`src/rtl/evc_pkg.sv`:
```
package evc_pkg;
  localparam int DATA_W = 32;
  localparam logic [31:0] CLR_MASK = 32'h0000_FFEE;
  localparam logic [31:0] UNMASK_BITS = 32'h0000_001F;
  localparam logic [1:0] SIZE_WORD = 2'd2;

  localparam logic [7:0] OFF_OVR   = 8'h00;
  localparam logic [7:0] OFF_MASK  = 8'h04;
  localparam logic [7:0] OFF_PEND  = 8'h08;
  localparam logic [7:0] OFF_LATCH = 8'h0C;
  localparam logic [7:0] OFF_PRI   = 8'h10;

  typedef enum logic [2:0] {
    SEL_NONE, SEL_OVR, SEL_MASK, SEL_PEND, SEL_LATCH, SEL_PRI
  } regSel_e;

  typedef struct packed {
    logic    wrOvr;
    logic    wrMask;
    logic    wrLatch;
    logic    wrPri;
    regSel_e rdSel;
  } strobe_t;
endpackage

```
`src/rtl/evc_ctrl.sv`:
```
module evc_ctrl
  import evc_pkg::*;
#(
  parameter int ADDR_W = 8
) (
  input  logic              clk,
  input  logic              rstN,
  input  logic              busSel,
  input  logic              busWrite,
  input  logic [1:0]        busSize,
  input  logic [ADDR_W-1:0] busAddr,
  output logic              busErr,
  output strobe_t           strb
);
  logic sizeOk;
  logic wrGo;
  logic rdGo;
  regSel_e target;

  assign sizeOk = (busSize == SIZE_WORD);
  assign busErr = busSel && !sizeOk;
  assign wrGo   = busSel && sizeOk && busWrite;
  assign rdGo   = busSel && sizeOk && !busWrite;

  always_comb begin
    target = SEL_NONE;
    case (8'(busAddr))
      OFF_OVR:   target = SEL_OVR;
      OFF_MASK:  target = SEL_MASK;
      OFF_PEND:  target = SEL_PEND;
      OFF_LATCH: target = SEL_LATCH;
      OFF_PRI:   target = SEL_PRI;
      default:   target = SEL_NONE;
    endcase
  end

  always_comb begin
    strb.wrOvr   = wrGo && (target == SEL_OVR);
    strb.wrMask  = wrGo && (target == SEL_MASK);
    strb.wrLatch = wrGo && (target == SEL_LATCH);
    strb.wrPri   = wrGo && (target == SEL_PRI);
    strb.rdSel   = rdGo ? target : SEL_NONE;
  end


  size_block_chk: assert property (@(posedge clk) disable iff (!rstN)
    busErr |-> ($countones({strb.wrOvr, strb.wrMask, strb.wrLatch, strb.wrPri}) == 0
                && strb.rdSel == SEL_NONE));


  pend_ro_chk: assert property (@(posedge clk) disable iff (!rstN)
    (busSel && busWrite && 8'(busAddr) == OFF_PEND) |->
      !(strb.wrOvr || strb.wrMask || strb.wrLatch || strb.wrPri));


  strobe_onehot_chk: assert property (@(posedge clk) disable iff (!rstN)
    $onehot0({strb.wrOvr, strb.wrMask, strb.wrLatch, strb.wrPri}));
endmodule

```
`src/rtl/evc_dp.sv`:
```
module evc_dp
  import evc_pkg::*;
#(
  parameter int EVT_W = 16
) (
  input  logic              clk,
  input  logic              rstN,
  input  strobe_t           strb,
  input  logic [DATA_W-1:0] busWdata,
  input  logic [EVT_W-1:0]  eventIn,
  input  logic [DATA_W-1:0] activeIn,
  output logic [DATA_W-1:0] busRdata,
  output logic              irqOut
);
  localparam logic [EVT_W-1:0] CLR_EVT = EVT_W'(CLR_MASK);

  logic [DATA_W-1:0] ovrQ, maskQ, priQ, maskEff;
  logic [EVT_W-1:0]  latchQ, clrBits;
  logic              irqQ;

  assign maskEff = maskQ | UNMASK_BITS;
  assign clrBits = strb.wrLatch ? (busWdata[EVT_W-1:0] & CLR_EVT) : '0;

  always_ff @(posedge clk) begin
    if (!rstN) begin
      ovrQ   <= '0;
      maskQ  <= '0;
      priQ   <= '0;
      latchQ <= '0;
      irqQ   <= 1'b0;
    end else begin
      if (strb.wrOvr)  ovrQ  <= busWdata;
      if (strb.wrMask) maskQ <= busWdata;
      if (strb.wrPri)  priQ  <= busWdata & UNMASK_BITS;
      latchQ <= (latchQ & ~clrBits) | eventIn;
      irqQ   <= |(DATA_W'(latchQ) & maskEff);
    end
  end

  always_comb begin
    case (strb.rdSel)
      SEL_OVR:   busRdata = ovrQ;
      SEL_MASK:  busRdata = maskEff;
      SEL_PEND:  busRdata = activeIn;
      SEL_LATCH: busRdata = DATA_W'(latchQ);
      SEL_PRI:   busRdata = priQ;
      default:   busRdata = '0;
    endcase
  end

  assign irqOut = irqQ;


  sticky_bit0_chk: assert property (@(posedge clk) disable iff (!rstN)
    latchQ[0] |=> latchQ[0]);

  sticky_bit4_chk: assert property (@(posedge clk) disable iff (!rstN)
    latchQ[4] |=> latchQ[4]);

  event_set_chk: assert property (@(posedge clk) disable iff (!rstN)
    (|eventIn) |=> ((latchQ & $past(eventIn)) == $past(eventIn)));

  unmaskable_irq_chk: assert property (@(posedge clk) disable iff (!rstN)
    latchQ[0] |=> irqOut);

  mask_force_chk: assert property (@(posedge clk) disable iff (!rstN)
    (strb.rdSel == SEL_MASK) |-> (busRdata[4:0] == 5'h1F));

  pri_clean_chk: assert property (@(posedge clk) disable iff (!rstN)
    (strb.rdSel == SEL_PRI) |-> (busRdata[31:5] == '0));
endmodule

```
`src/rtl/evc_top.sv`:
```
module evc_top
  import evc_pkg::*;
#(
  parameter int ADDR_W = 8,
  parameter int EVT_W  = 16
) (
  input  logic              clk,
  input  logic              rstN,
  input  logic              busSel,
  input  logic              busWrite,
  input  logic [1:0]        busSize,
  input  logic [ADDR_W-1:0] busAddr,
  input  logic [31:0]       busWdata,
  output logic [31:0]       busRdata,
  output logic              busErr,
  input  logic [EVT_W-1:0]  eventIn,
  input  logic [31:0]       activeIn,
  output logic              irqOut
);
  strobe_t strb;

  evc_ctrl #(.ADDR_W(ADDR_W)) u_ctrl (
    .clk(clk), .rstN(rstN), .busSel(busSel), .busWrite(busWrite),
    .busSize(busSize), .busAddr(busAddr), .busErr(busErr), .strb(strb)
  );

  evc_dp #(.EVT_W(EVT_W)) u_dp (
    .clk(clk), .rstN(rstN), .strb(strb), .busWdata(busWdata),
    .eventIn(eventIn), .activeIn(activeIn), .busRdata(busRdata), .irqOut(irqOut)
  );
endmodule

```
`config.mk`:
```
export PLATFORM = sky130hd
export DESIGN_NAME = evc_top
export DESIGN_NICKNAME = d
export VERILOG_FILES = /design/src/rtl/evc_pkg.sv /design/src/rtl/evc_ctrl.sv /design/src/rtl/evc_dp.sv /design/src/rtl/evc_top.sv
export SDC_FILE = /design/constraint.sdc
export NUM_CORES = 1
export LEC_CHECK = 0
export CORE_MARGIN = 2
export CORE_UTILIZATION = 25
export CTS_CLUSTER_SIZE = 25
export DETAILED_ROUTE_END_ITERATION = 10
export DONT_BUFFER_PORTS = 1
export PLACE_DENSITY = 0.37
export SYNTH_ARGS = -nofsm -noshare
export SYNTH_HDL_FRONTEND = slang
export SYNTH_HIERARCHICAL = 1
export SYNTH_SLANG_ARGS = --single-unit
```
`constraint.sdc`:
```
create_clock -name clk -period 2.7 [get_ports clk]
set_input_delay 0.27 -clock clk [delete_from_list [all_inputs] [get_ports clk]]
set_output_delay 0.27 -clock clk [all_outputs]
set_load 0.01 [all_outputs]
```
# Word-level counts from Yosys, hierarchy flattened
# Index checks and enable logic that the tools add are counted.
# classes
n_eq_ne,14
muxes,4
bitwise_logic,4
n_reduce_logical,12
# op_table
operator,n
$pmux 32 s5,1
$and 16x32->32,1
$reduce_or 32->1,1
$and 16x16->16,1
$eq 8x4->1 const B,2
$mux 16,1
$not 16->16,1
$or 16x16->16,1
$pmux 3 s5,1
$eq 3x3->1 const B,4
$eq 3x2->1 const B,3
$eq 8x3->1 const B,1
$eq 8x5->1 const B,1
$logic_and 1x1->1,8
$logic_not 8->1,1
$eq 3x1->1 const B,2
$mux 3,1
$eq 2x2->1 const B,1
$logic_not 1->1,2
# word_totals
reg_bits,86

# Longest topological paths before layout
# logic_depth
ltp_word,8
ltp_mapped,9
mapped_depth_nobuf,6

# By module
# The synthesis kept the hierarchy.
# by_module_without_submodules
mod,instances,cells_each,area_per_inst_um2,seq_area_each_um2
evc_dp,1,416,4115.2,1621.6
evc_ctrl,1,21,142.6,0.0

# Worst setup path after synthesis
# Ideal clock, no wire load.
# synth_path
path_type,input to output
start,input busAddr[7]
end,output busRdata[10]
arrival_time_ns,2.123
path_slack_ns,0.307
path_stages,7
n_path_buf,2
path_cell_list,nor4b_2 > nand4_2 > a2111oi_2 > buf_4 > buf_6 > a22oi_1 > o21ai_0
# synth_lines
item,line,rtl
from (decl),evc_top.sv:12,"input logic [ADDR_W-1:0] busAddr,"
to (decl),evc_top.sv:14,"output logic [31:0] busRdata,"

==> summary.txt <==
Status
  – Run status: complete, no violations

Floorplan
  – Core area: 16,600 sq um
  – Row cnt: 47
  – Die footprint: 18,100 sq um
  – Initial Util: 25.6%
  – Chip Width: 135 microns
  – IO Count: 128
  – DIE HEIGHT: 135 microns

Timing
  – F_max: 0.407 GHz
  – Max-slew headroom: 64.6%
  – Final count of hold timing violations: 0
  – Worst hold slack: 34.7 ps
  – Final WS setup: 245 ps
  – Setup_tns: 0 ps
  – Setup violators final: 0
  – Post-layout min period: 2450 ps
  – Final Max Slew Viols: 0
  – Final worst-path cycle share: 90.9%
  – RSZ-0062 raised after global routing: false
  – Slew @ Worst Pin: 530 ps
  – Final Skew: 4.53 ps

Clocking
  – Max Buffers Root-to-Sink: 2
  – Clk slew on worst S/H paths: 60 ps
  – Root Buffer: clkbuf_16
  – H-tree levels: 3
  – Worst-Skew Late Latency: 340 ps
  – Clock buffer count from CTS: 9
  – TritonCTS clock tree: built
  – Clk sinks: 81

Global routing
  – Initial antenna violation count: 0
  – GRT Total Usage: 13.9%
  – First-pass GRT wire length: 18.7 mm
  – Largest net degree at the start of global routing: 82
  – Congestion Overflow GR: 0
  – Vias in the first global route: 3,117

Yosys
  – Cell taking the most area after synthesis: dfxtp_1
  – Yosys warns: 6
  – Post-synth EDFFs: 0
  – Synth cell types: 36
  – Post-synth top cells: dfxtp_1 (81), nor2b_1 (81), mux2i_1 (67)
  – Post-synthesis async set-or-reset flop share: 0%
  – Top cell type's share of synthesized area: 38.1%
  – Dominant synthesized flop cell: dfxtp_1
  – Post-Synthesis Cells: 437
  – Post-Syn Area per Cell: 9.74 sq um
  – Post-Syn Area: 4260 sq um
  – Synth top area cells: dfxtp_1 (38%), mux2i_1 (16%), nor2b_1 (12%), a22oi_1 (5.8%), mux2_2 (5.6%)
  – Sequential cell area fraction in the yosys report: 38.1%
  – Synth Register Bits: 81
  – Post-synth net total: 531

Place
  – Post-detail-place hpwl: 8.41 mm
  – Routability cong.: 0.740
  – Post-Place Worst Slack: -115 ps
  – IO buf count: 0
  – Post-place instance area: 4530 sq um
  – Placed Cells incl. Taps: 644

Detailed routing
  – Initial DRC count: 131
  – Drt drc: 0
  – Wire per inst: 19.0 microns
  – Via count: 3,117
  – ANT nets after route: 0
  – Post-Route WL: 12.6 mm
  – Vias per cell: 4.70
  – First-pass DRT Iterations: 4

Worst setup path
  – FF-to-FF path depth: 3
  – Critical Path RT: 2430 ps
  – CP Max Fanout: 22
  – Worst setup path endpoint: busRdata[15]
  – CP Launch Type: input port
  – Worst reg2reg path endpoint: u_dp/irqOut
  – RR Startpoint: u_dp/latchQ[0]
  – Reg2Reg Setup Slack: 1520 ps
  – CP startpoint: busAddr[7]
  – Worst endpoint data arrival time: 2180 ps
  – Worst setup EP type: primary output
  – Critical path class: input port to primary output

Cells and area
  – Share of layout cells above drive strength 1: 18.5%
  – Final instance area: 4840 sq um
  – # diodes: 0
  – Post-route insts no fill: 663
  – Layout area overhead: 13.6%
  – Final core utilization: 29.1%
  – Layout Nets: 532
  – Fillers: 1,759

Pwr
  – PwrDens: 496 nW/um^2
  – Leak: 1.51 nW
  – Tot Pwr: 2.40 mW
  – Worst vdd ir: 0.185 mV

Hold path
  – Worst hold path class: input port to flop

Run
  – Max_cap viols: 0
==> cells in the final DEF, fill, tap and decap left out <==
cell,instances
and3b_1,1
nand3_1,1
a21boi_0,1
nor4_1,1
a21oi_1,15
buf_4,20
mux2i_1,67
mux2_2,21
clkbuf_1,3
dfxtp_1,81
xnor2_1,1
nor2_1,18
mux2_4,8
o22ai_1,5
o21ai_0,6
clkinv_2,4
nor4_2,2
nand3b_1,1
nand4_2,1
nor3_2,3
o21ai_1,5
a22oi_1,33
a2111oi_4,1
a211oi_1,1
inv_1,2
nor2b_4,3
o21a_1,2
nor2b_1,81
nor4b_2,1
o31a_1,1
nor3b_2,1
a22oi_2,4
nand2b_1,6
buf_12,4
nand2_1,28
clkbuf_16,9
nor3_1,1
==> worst min-delay path by stage <==
stage | startpoint | end | slack [ps] | depth (start not counted)
2_1_floorplan | eventIn[0] | u_dp/latchQ[0] | 380 | 1
3_3_place_gp | eventIn[0] | u_dp/latchQ[0] | 380 | 1
3_5_place_dp | eventIn[0] | u_dp/latchQ[0] | 380 | 1
4_1_cts | eventIn[0] | u_dp/latchQ[0] | 20 | 1
5_1_grt | eventIn[0] | u_dp/latchQ[0] | 30 | 1
6_report | eventIn[4] | u_dp/latchQ[4] | 30 | 1
==> registers in the layout, indices dropped and copies added, names as in the netlist <==
name         cells
u_dp/irqOut      1
u_dp/ovrQ       32
u_dp/maskQ      27
u_dp/latchQ     16
u_dp/priQ        5
==> cell type report <==
cell class	count	area, sq um	area share [%]
clock buffer	12	236	4.89
tap	220	275	5.69
sequential	81	1620	33.5
clock inverter	4	20.0	0.414
inverter	2	7.51	0.155
timing repair buffer	24	230	4.76
multi-input combinational	320	2450	50.6
==> layer usage <==
metal	vias to the layer above	wire length, microns	GRT usage [%]
met3	14	822	3.53
met1	1489	5650	18.2
met2	88	5840	21.4
met4	0	282	6.78
li1	1526	-	-
met5	-	0	0
==> power breakdown <==
part | internal, mW | total [mW] | switching [mW]
sequential | 1.21 | 1.23 | 0.0163
clock | 0.618 | 1.12 | 0.498
combinational | 0.0373 | 0.0530 | 0.0157
==> timing repair <==
item,CTS,global route
setup endpoints to repair,6,3
setup buffers,0,2
cloned,1,0
resized for setup,1,3
hold buffers,0,0
==> cells by family (layout without fill, tap and decap cells) <==
logic type / count (synthesis) / in the layout / share of synthesized area, %
AO/OA/AOI/OAI: 74 / 74 / 12.0
XOR/XNOR: 1 / 1 / 0.206
buffers and inverters: 37 / 42 / 5.70
flip-flops: 81 / 81 / 38.1
multiplexers: 96 / 96 / 24.1
AND/OR/NAND/NOR: 148 / 149 / 19.8
==> worst max-delay path, cell delays in order <==
cell	delay, ps
nor4b_2	290
nand4_2	150
buf_4	190
a2111oi_4	380
buf_12	260
nor2b_4	80
buf_12	140
a22oi_1	160
o21ai_0	100
buf_4	160
Note: power is estimated with default switching activity, not from simulation.
